--- src/rtl/sdram_burst_colseq.sv ---
module sdram_burst_colseq #(
  parameter int COL_W = 9
) (
  input  logic             clk,
  input  logic             rst_n,
  input  logic             start_i,
  input  logic             term_i,
  input  logic [COL_W-1:0] col_start_i,
  input  logic [2:0]       blen_code_i,
  input  logic             interleave_i,
  output logic [COL_W-1:0] col_o,
  output logic             active_o,
  output logic             last_o,
  output logic             done_o,
  output logic             illegal_o
);

  localparam logic [2:0] FULL_CODE = 3'd7;

  logic [COL_W-1:0] base_q, beat_q, mask_q;
  logic             full_q, inter_q, active_q, done_q, illegal_q;

  logic [COL_W-1:0] mask_d;
  logic             full_d, illegal_d;

  always_comb begin
    mask_d    = '0;
    full_d    = 1'b0;
    illegal_d = 1'b0;
    case (blen_code_i)
      3'd0, 3'd1, 3'd2, 3'd3:
        mask_d = COL_W'((1 << blen_code_i) - 1);
      FULL_CODE:
        if (interleave_i) illegal_d = 1'b1;
        else begin
          mask_d = '1;
          full_d = 1'b1;
        end
      default: illegal_d = 1'b1;
    endcase
  end

  logic [COL_W-1:0] seq_col, int_col;
  assign seq_col = (base_q & ~mask_q) | ((base_q + beat_q) & mask_q);
  assign int_col = base_q ^ (beat_q & mask_q);

  assign col_o     = inter_q ? int_col : seq_col;
  assign active_o  = active_q;
  assign last_o    = active_q & ~full_q & (beat_q == mask_q);
  assign done_o    = done_q;
  assign illegal_o = illegal_q;

  always_ff @(posedge clk or negedge rst_n) begin
    if (!rst_n) begin
      base_q    <= '0;
      beat_q    <= '0;
      mask_q    <= '0;
      full_q    <= 1'b0;
      inter_q   <= 1'b0;
      active_q  <= 1'b0;
      done_q    <= 1'b0;
      illegal_q <= 1'b0;
    end else if (start_i) begin
      base_q    <= col_start_i;
      beat_q    <= '0;
      mask_q    <= mask_d;
      full_q    <= full_d;
      inter_q   <= interleave_i;
      active_q  <= 1'b1;
      done_q    <= 1'b0;
      illegal_q <= illegal_d;
    end else if (active_q) begin
      if (term_i || last_o) begin
        active_q <= 1'b0;
        done_q   <= 1'b1;
      end else begin
        beat_q <= beat_q + 1'b1;
        done_q <= 1'b0;
      end
    end else begin
      done_q <= 1'b0;
    end
  end

endmodule

--- config.mk ---
export PLATFORM = sky130hd
export DESIGN_NAME = sdram_burst_colseq
export DESIGN_NICKNAME = d
export VERILOG_FILES = /design/src/rtl/sdram_burst_colseq.sv
export SDC_FILE = /design/constraint.sdc
export NUM_CORES = 1
export LEC_CHECK = 0
export BUFFER_PORTS_ARGS = -buffer_cell sky130_fd_sc_hd__buf_2
export CAP_MARGIN = 20
export CORE_ASPECT_RATIO = 1.1
export CORE_MARGIN = 2
export CORE_UTILIZATION = 37
export CTS_CLUSTER_SIZE = 30
export DETAILED_ROUTE_END_ITERATION = 10
export SYNTH_ARGS = -nofsm -noshare
export SYNTH_HDL_FRONTEND = slang
export SYNTH_SLANG_ARGS = --single-unit
--- constraint.sdc ---
create_clock -name clk -period 4.8 [get_ports clk]
set_input_delay 0 -clock clk [delete_from_list [all_inputs] [get_ports clk]]
set_output_delay 0 -clock clk [all_outputs]
set_load 0.02 [all_outputs]
==> results_tabular.tex, run 1 <==
\begin{tabular}{lr}
\hline
Metric & Value \\
\hline
\multicolumn{2}{l}{\textbf{Synthesis}} \\
Post-Syn Nets & 261 \\
Number of synthesized flops with an enable pin & 0 \\
Most numerous cell types in the synthesized netlist & 32 x sky130\_fd\_sc\_hd\_\_dfrtp\_1, 18 x sky130\_fd\_sc\_hd\_\_ha\_1, 16 x sky130\_fd\_sc\_hd\_\_inv\_1, 16 x sky130\_fd\_sc\_hd\_\_o21ai\_0, 15 x sky130\_fd\_sc\_hd\_\_a21oi\_1 \\
Sequential area share after synthesis & between 30\% and 40\% \\
Post-synthesis sequential element count & 32 \\
Mean instance size in the synthesized netlist & a little under 10 sq um \\
Cell with the most instances after synthesis & sky130\_fd\_sc\_hd\_\_dfrtp\_1 \\
Post-Synthesis Cell Area & about 2200 sq um \\
Cell count after synthesis & $\sim$230 \\
Share of flip-flops with an asynchronous set or reset & 100\% \\
Yosys warning total & 0 \\
Top cells by area in the synthesized netlist & sky130\_fd\_sc\_hd\_\_dfrtp\_1 37\%, sky130\_fd\_sc\_hd\_\_ha\_1 10\%, sky130\_fd\_sc\_hd\_\_mux2\_2 5.7\%, sky130\_fd\_sc\_hd\_\_o21ai\_0 3.7\%, sky130\_fd\_sc\_hd\_\_a21oi\_1 3.5\% \\
Most used flip-flop cell after synthesis & sky130\_fd\_sc\_hd\_\_dfrtp\_1 \\
Yosys top cell area share & about 37\% \\
Leading area contributor after synthesis & sky130\_fd\_sc\_hd\_\_dfrtp\_1 \\
Count of unique library cells instantiated by Yosys & between 40 and 50 \\
\multicolumn{2}{l}{\textbf{Placed design}} \\
Placer's final routability congestion estimate & 0.794 \\
Total half-perimeter wirelength after legalization and detailed placement & around 3500 um \\
Placed Area & 2380 sq um \\
I/O Buffers & 29 \\
\multicolumn{2}{l}{\textbf{Clocking}} \\
Clock edge transition at the registers on the reported setup and hold paths & approximately 0.060 ns \\
Clk Tree Root Cell & sky130\_fd\_sc\_hd\_\_clkbuf\_8 \\
Clock insertion delay at the later pin of the skew report & about 0.29 ns \\
TritonCTS sink count & 32 \\
Number of setup buffers added after CTS & 0 \\
Deepest level of the CTS H-tree & 2 \\
Number of buffers added by the clock tree synthesis step & 5 \\
CTS Buffer Depth & 2 \\
CTS tree & done \\
\multicolumn{2}{l}{\textbf{Run}} \\
Total of max-cap violations & 0 \\
\multicolumn{2}{l}{\textbf{Worst setup path}} \\
Startpoint-to-endpoint class of the critical path & flop to primary output \\
Internal reg-to-reg setup slack & roughly 2.6 ns \\
Critical path capture point type & primary output \\
Cell chain of the critical path & ha\_1 -> fa\_1 -> a21oi\_1 -> o211ai\_2 -> or4\_1 -> a311oi\_1 -> buf\_2 \\
Critical path destination & col\_o[8] \\
Arrival time of the worst setup path & roughly 2.8 ns \\
Worst-path fanout max & 6 \\
Startpoint Class & flop \\
Endpoint of the worst-slack reg-to-reg timing path & beat\_q[7] \\
Launch point of the worst reg-to-reg path & beat\_q[0] \\
Cell with the biggest individual delay on the critical path & sky130\_fd\_sc\_hd\_\_or4\_1 \\
Delay of the slowest cell on the worst path & $\sim$0.50 ns \\
Cell family with the largest share of critical-path delay & compound AO/OA/AOI/OAI gates \\
Number of buffer and inverter stages on the critical path & 1 \\
Data required time of the critical path & around 4.8 ns \\
R2r worst-path depth & 5 \\
Worst Setup SP & beat\_q[0] \\
Crit. path cell count & 7 \\
\multicolumn{2}{l}{\textbf{Final layout}} \\
NumNets Final & 302 \\
Diodes inserted & 0 \\
Layout overhead on the synthesized area & 19.8\% \\
Post-route standard cell area excluding fillers & about 2600 sq um \\
Fraction of final layout cells sized beyond drive strength 1 & approximately a fifth \\
\multicolumn{2}{l}{\textbf{Floorplanning}} \\
Die boundary width & roughly 77 um \\
Floorplan core area & around 5700 sq um \\
Initial cell density of the core & $\sim$38\% \\
Die Y-Extent & between 80 and 90 um \\
I/O pin count & 30 \\
Std-Cell Rows & 29 \\
Full die area & around 6500 sq um \\
\multicolumn{2}{l}{\textbf{Global routing}} \\
Pin count of the biggest net entering global routing & 38 \\
Antenna violations before repair & 0 \\
Overflow after GRT & 0 \\
Via count of the first global-routing pass & roughly 1,800 \\
Total routing usage reported by global routing & $\sim$16\% \\
Global-route wire length before repair & $\sim$8500 um \\
\multicolumn{2}{l}{\textbf{STA}} \\
Pins over their slew limit & 0 \\
Post-Route Setup TNS & 0 ns \\
Final hold violation count & 0 \\
Worst clock skew on the final layout & about 0.01 ns \\
Final count of negative-setup-slack endpoints & 0 \\
Final clock period utilization by the worst path & approximately three fifths \\
Setup repair after global routing missed its margin & false \\
Transition at the pin with the smallest max-transition slack & 0.729 ns \\
Relative slew margins & 51.4\% \\
Max Clock Freq & $\sim$0.36 GHz \\
Clock period minus worst slack & 2.81 ns \\
\multicolumn{2}{l}{\textbf{Hold path}} \\
Worst min-delay path class & input pin to flop \\
Worst Hold Path Cells & 2 \\
Origin of the worst min-delay path & interleave\_i \\
\multicolumn{2}{l}{\textbf{Power and ir drop}} \\
Sequential group share of total power & 44.4\% \\
Lkg Pwr & 1.17 nW \\
Power density of the placed cells & approximately 270 nW/um\^{}2 \\
Sw Ratio & slightly above 30\% \\
Worst IR drop on VDD & between 150 and 200 uV \\
Fraction of power consumed by the clock network & a little under a third \\
Cell-internal power & approximately 480 uW \\
NetSw & 216 uW \\
Gate power share & between 20\% and 30\% \\
\multicolumn{2}{l}{\textbf{Drt}} \\
Count of vias placed by the detailed router & approximately 1,800 \\
Post-detailed-route via-to-cell ratio & approximately 5.3 \\
Total wire length & approximately 4800 um \\
Number of antenna-violating nets in the routed design & 0 \\
Pre-Repair DR Iteration Count & 4 \\
Routed wire length per instance & 13.9 um \\
DRC marker count from the first detailed-route iteration & 55 \\
Number of remaining DRC errors & 0 \\
\multicolumn{2}{l}{\textbf{Outcome}} \\
Outcome & finished, final reports clean \\
\hline
\end{tabular}
==> power groups by stage <==
stage	combinational (mW)	sequential (mW)	clock, mW
3_3_place_gp	0.164	0.313	0
4_1_cts	0.174	0.309	0.227
3_5_place_dp	0.165	0.314	0
6_report	0.170	0.308	0.215
2_1_floorplan	0.116	0.310	0
5_1_grt	0.191	0.312	0.232
==> flip-flops by register name (all words and copies together), names as in the netlist <==
name       count
mask_q         9
base_q         9
active_o       1
beat_q         9
done_o         1
full_q         1
illegal_o      1
inter_q        1
==> kinds of logic (layout without fill, tap and decap cells) <==
family | count (synthesis) | after routing | share of synthesized area (%)
and+or+nand+nor | 60 | 60 | 16.2
adders and majority gates | 19 | 19 | 11.3
DFF | 32 | 32 | 37.0
muxes | 14 | 14 | 7.17
buffers and inverters | 24 | 66 | 4.28
AOI/OAI and AO/OA | 65 | 65 | 19.6
xor gates and xnor gates | 11 | 11 | 4.45
==> layout make-up <==
class | instances | area [sq um]
Sequential cell | 32 | 801
Tap cell | 77 | 96.3
Clock inverter | 2 | 10.0
Inverter | 16 | 60.1
Fill cell | 584 | 3100
Timing Repair Buffer | 42 | 273
Clock buffer | 6 | 82.6
Multi-Input combinational cell | 169 | 1270
==> metal layers <==
| layer | share of wire, % | GRT usage, % | vias up |
|---|---|---|---|
| met1 | 47 | 21.2 | 881 |
| met2 | 48 | 27.3 | 23 |
| met3 | 2.8 | 3.23 | 7 |
| met5 | 0 | 0 | - |
| li1 | - | - | 917 |
| met4 | 1.4 | 5.45 | 0 |
==> timing repair <==
item | CTS | global route
hold buffers | 12 | 0
gates resized for setup | 0 | 0
setup endpoints to repair | 0 | 0
endpoints found under the hold margin | 43 | 0
==> how the worst min path moves through the flow <==
stage,endpoint,slack [ns]
3_5_place_dp,mask_q[1],0.12
4_1_cts,inter_q,0.003
2_1_floorplan,active_o,-0.30
5_1_grt,inter_q,0.02
6_report,inter_q,0.01
3_3_place_gp,mask_q[1],0.11
==> placed cells by master (no fill, tap or decap), types with 2 or more instances in the layout <==
master,n
sky130_fd_sc_hd__a211oi_1,4
sky130_fd_sc_hd__a21o_1,3
sky130_fd_sc_hd__a21oi_1,15
sky130_fd_sc_hd__a311oi_1,2
sky130_fd_sc_hd__and3_1,2
sky130_fd_sc_hd__buf_2,29
sky130_fd_sc_hd__clkbuf_8,6
sky130_fd_sc_hd__clkinv_2,2
sky130_fd_sc_hd__dfrtp_1,32
sky130_fd_sc_hd__dlygate4sd3_1,12
sky130_fd_sc_hd__ha_1,18
sky130_fd_sc_hd__inv_1,16
sky130_fd_sc_hd__mux2_2,11
sky130_fd_sc_hd__mux2i_1,2
sky130_fd_sc_hd__nand2_1,8
sky130_fd_sc_hd__nand3_1,8
sky130_fd_sc_hd__nand3b_1,2
sky130_fd_sc_hd__nand4_1,2
sky130_fd_sc_hd__nor2_1,10
sky130_fd_sc_hd__nor2b_1,4
sky130_fd_sc_hd__nor3_1,4
sky130_fd_sc_hd__nor3b_1,5
sky130_fd_sc_hd__o211ai_1,5
sky130_fd_sc_hd__o21a_1,4
sky130_fd_sc_hd__o21ai_0,16
sky130_fd_sc_hd__o31ai_1,5
sky130_fd_sc_hd__or3_1,5
sky130_fd_sc_hd__or4_1,4
sky130_fd_sc_hd__xnor2_1,7
sky130_fd_sc_hd__xor2_1,4
==> per-stage QoR <==
step	power [mW]	utilization, %	instances	hold WS, ns	setup slack, ns
floorplan	0.426	-	225	-0.296	2.33
global placement	0.477	41.8	324	0.106	2.32
detailed placement	0.479	41.8	324	0.116	2.29
CTS	0.709	45.5	344	0.00325	1.96
global route	0.735	45.5	344	0.0155	1.78
finish	0.694	45.5	344	0.0141	1.99
(Power assumes the default switching activity.)
==> run 2, diff against run 1 <==
==> constraint.sdc (replaced) <==
create_clock -name clk -period 2.4 [get_ports clk]
set_input_delay 0 -clock clk [delete_from_list [all_inputs] [get_ports clk]]
set_output_delay 0 -clock clk [all_outputs]
set_load 0.02 [all_outputs]
==> run 2 against run 1 <==
  * Global-route usage about the same
  * Critical path depth unchanged
  * Sequential power increased by 99%
  * Worst setup slack got worse by 2.0 ns
  * Clock-buffer cell count did not move
  * Flip-flop and latch count did not move
  * Core utilization up 2.0 points
  * Non-clock buffer count grew 8
  * Largest power group unchanged
==> results_tabular.tex, run 2 (same netlist as run 1, synthesis figures left out) <==
\begin{tabular}{lr}
\hline
Metric & Value \\
\hline
\multicolumn{2}{l}{\textbf{Drt}} \\
Pre-Repair DR Iteration Count & 4 (unchanged) \\
Routed wire length per instance & 13.8 um (was 13.9 um) \\
Count of vias placed by the detailed router & 1,852 (was 1,828) \\
Number of remaining DRC errors & 0 (unchanged) \\
Number of antenna-violating nets in the routed design & 0 (unchanged) \\
DRC marker count from the first detailed-route iteration & 77 (was 55) \\
Post-detailed-route via-to-cell ratio & 5.26 (was 5.31) \\
Total wire length & 4860 um (was 4780 um) \\
\multicolumn{2}{l}{\textbf{Power and ir drop}} \\
NetSw & 442 uW (was 216 uW) \\
Worst IR drop on VDD & 289 uV (was 181 uV) \\
Cell-internal power & 1.05 mW (was 478 uW) \\
Total power draw & 1.50 mW (was 694 uW) \\
Gate power share & 24.9\% (was 24.6\%) \\
Power density of the placed cells & 553 nW/um\^{}2 (was 268 nW/um\^{}2) \\
Fraction of power consumed by the clock network & 34.1\% (was 31.0\%) \\
Lkg Pwr & 1.22 nW (was 1.17 nW) \\
Sw Ratio & 29.6\% (was 31.2\%) \\
Sequential group share of total power & 41.0\% (was 44.4\%) \\
\multicolumn{2}{l}{\textbf{Worst setup path}} \\
Arrival time of the worst setup path & 2.36 ns (was 2.81 ns) \\
Startpoint Class & flop (unchanged) \\
Worst-path fanout max & 3 (was 6) \\
Data required time of the critical path & 2.40 ns (was 4.80 ns) \\
Launch point of the worst reg-to-reg path & beat\_q[0] (unchanged) \\
Startpoint-to-endpoint class of the critical path & flop to primary output (unchanged) \\
Critical path capture point type & primary output (unchanged) \\
R2r worst-path depth & 6 (was 5) \\
Worst Setup SP & base\_q[0] (was beat\_q[0]) \\
\multicolumn{2}{l}{\textbf{Final layout}} \\
NumNets Final & 310 (was 302) \\
Largest regs & base\_q x9, beat\_q x9, mask\_q x9 (unchanged) \\
Post-route standard cell area excluding fillers & 2710 sq um (was 2590 sq um) \\
Number of standard cells in the final layout excluding fillers & 352 (was 344) \\
Fraction of final layout cells sized beyond drive strength 1 & 23.6\% (was 19.9\%) \\
Diodes inserted & 0 (unchanged) \\
Most frequent standard cell in the layout excluding fill and tap cells & sky130\_fd\_sc\_hd\_\_dfrtp\_1 (unchanged) \\
Layout overhead on the synthesized area & 25.1\% (was 19.8\%) \\
Most used cells in the layout excluding fill and tap cells & 32 x sky130\_fd\_sc\_hd\_\_dfrtp\_1, 28 x sky130\_fd\_sc\_hd\_\_buf\_2, 17 x sky130\_fd\_sc\_hd\_\_ha\_1 (was 32 x sky130\_fd\_sc\_hd\_\_dfrtp\_1, 29 x sky130\_fd\_sc\_hd\_\_buf\_2, 18 x sky130\_fd\_sc\_hd\_\_ha\_1) \\
\multicolumn{2}{l}{\textbf{Floorplanning}} \\
I/O pin count & 30 (unchanged) \\
Full die area & 6480 sq um (unchanged) \\
Initial cell density of the core & 38.0\% (unchanged) \\
Std-Cell Rows & 29 (unchanged) \\
Die Y-Extent & 84.2 um (unchanged) \\
Die boundary width & 76.9 um (unchanged) \\
Floorplan core area & 5700 sq um (unchanged) \\
\multicolumn{2}{l}{\textbf{STA}} \\
Relative slew margins & 50.9\% (was 51.4\%) \\
Setup repair after global routing missed its margin & true (was false) \\
Transition at the pin with the smallest max-transition slack & 0.736 ns (was 0.729 ns) \\
Post-Route Setup TNS & 0 ns (unchanged) \\
Final count of negative-setup-slack endpoints & 0 (unchanged) \\
Final clock period utilization by the worst path & 98.5\% \\
Max Clock Freq & about 0.42 GHz \\
Final WS setup & 0.0363 ns (was 1.99 ns) \\
Worst clock skew on the final layout & 0.00783 ns (was 0.00976 ns) \\
Clock period minus worst slack & 2.36 ns \\
Final hold violation count & 0 (unchanged) \\
Pins over their slew limit & 0 (unchanged) \\
\multicolumn{2}{l}{\textbf{Global routing}} \\
Antenna violations before repair & 0 (unchanged) \\
Overflow after GRT & 0 (unchanged) \\
Met1 Resource Use GR & 22.0\% (was 21.2\%) \\
GR met3 Demand/Resource & 3.12\% (was 3.23\%) \\
Pin count of the biggest net entering global routing & 33 (was 38) \\
Most Used Layer, Global Route & met2 (unchanged) \\
Global routing met2 resource utilization & 26.4\% (was 27.3\%) \\
Global-route wire length before repair & 8420 um (was 8510 um) \\
Via count of the first global-routing pass & 1,745 (was 1,822) \\
Total routing usage reported by global routing & 16.4\% (was 16.3\%) \\
\multicolumn{2}{l}{\textbf{Hold path}} \\
Origin of the worst min-delay path & interleave\_i (unchanged) \\
Worst min-delay path class & input pin to flop (unchanged) \\
Worst Hold Path Cells & 2 (unchanged) \\
\multicolumn{2}{l}{\textbf{Clocking}} \\
Number of buffers added by the clock tree synthesis step & 5 (unchanged) \\
Clock insertion delay at the later pin of the skew report & 0.29 ns (about the same) \\
Deepest level of the CTS H-tree & 2 (unchanged) \\
CTS Buffer Depth & 2 (unchanged) \\
CTS tree & done (unchanged) \\
Clk Tree Root Cell & sky130\_fd\_sc\_hd\_\_clkbuf\_8 (unchanged) \\
TritonCTS sink count & 32 (unchanged) \\
Clock edge transition at the registers on the reported setup and hold paths & 0.07 ns (was 0.06 ns) \\
\multicolumn{2}{l}{\textbf{Placed design}} \\
Placed Area & 2430 sq um (was 2380 sq um) \\
I/O Buffers & 29 (unchanged) \\
Placer's final routability congestion estimate & 0.815 (was 0.794) \\
Worst slack, placed & 0.0385 ns (was 2.29 ns) \\
Number of placed instances with taps included & 330 (was 324) \\
Total half-perimeter wirelength after legalization and detailed placement & 3640 um (was 3510 um) \\
\multicolumn{2}{l}{\textbf{Run}} \\
Total of max-cap violations & 0 (unchanged) \\
\multicolumn{2}{l}{\textbf{Outcome}} \\
Outcome & finished, final reports clean (unchanged) \\
\hline
\end{tabular}
==> run 2: path summary, 6_finish.rpt <==
kind | to | slack (ns)
min in group asynchronous | mask_q[1] | 0.31
worst max register to register | beat_q[7] | 0.19
worst min-delay path | inter_q | 0.03
worst max-delay path | col_o[8] | 0.04
worst min register to register | illegal_o | 0.54
max in group asynchronous | base_q[6] | 1.62
==> run 2: what timing repair did <==
item	in CTS	in global routing
endpoints found under the setup margin	2	2
buffers inserted	2	0
pin swaps	5	4
hold buffers	12	0
hold endpoints to repair	43	0
gates resized for setup	6	1
==> run 2: cell type report <==
type / count / area [sq um]
tap: 77 / 96.3
inverter: 16 / 60.1
sequential: 32 / 801
clock buffer: 6 / 72.6
timing repair buffer: 50 / 335
clock inverter: 2 / 35.0
multi-input combinational: 169 / 1310
fill: 580 / 2990
==> run 2: critical path, cell delays in order, from the launching register on <==
cell	delay [ns]
sky130_fd_sc_hd__dfrtp_1	0.41
sky130_fd_sc_hd__ha_4	0.18
sky130_fd_sc_hd__fa_2	0.37
sky130_fd_sc_hd__a21oi_4	0.19
sky130_fd_sc_hd__o211ai_2	0.12
sky130_fd_sc_hd__or4_4	0.43
sky130_fd_sc_hd__a311oi_2	0.20
sky130_fd_sc_hd__buf_4	0.17
==> run 2: through the flow <==
| stage | utilization, % | hold slack [ns] |
|---|---|---|
| after detailed placement | 42.7 | 0.107 |
| final | 47.5 | 0.0319 |
| after floorplan | - | -0.296 |
| after global routing | 47.5 | 0.0332 |
| after CTS | 47.3 | 0.0246 |
| after global placement | 42.7 | 0.0972 |
==> run 2: routing by layer <==
layer | part of all wire (%) | wire length [um]
met1 | 48 | 2340
met2 | 48 | 2310
met3 | 2.5 | 122
met4 | 1.7 | 81
met5 | 0 | 0
==> run 2: power by group through the flow <==
stage / Clock (mW) / Combinational, mW / Sequential (mW)
6_report: 0.510 / 0.373 / 0.613
5_1_grt: 0.546 / 0.416 / 0.620
4_1_cts: 0.526 / 0.375 / 0.612
3_5_place_dp: 0 / 0.349 / 0.622
3_3_place_gp: 0 / 0.346 / 0.620
2_1_floorplan: 0 / 0.232 / 0.620
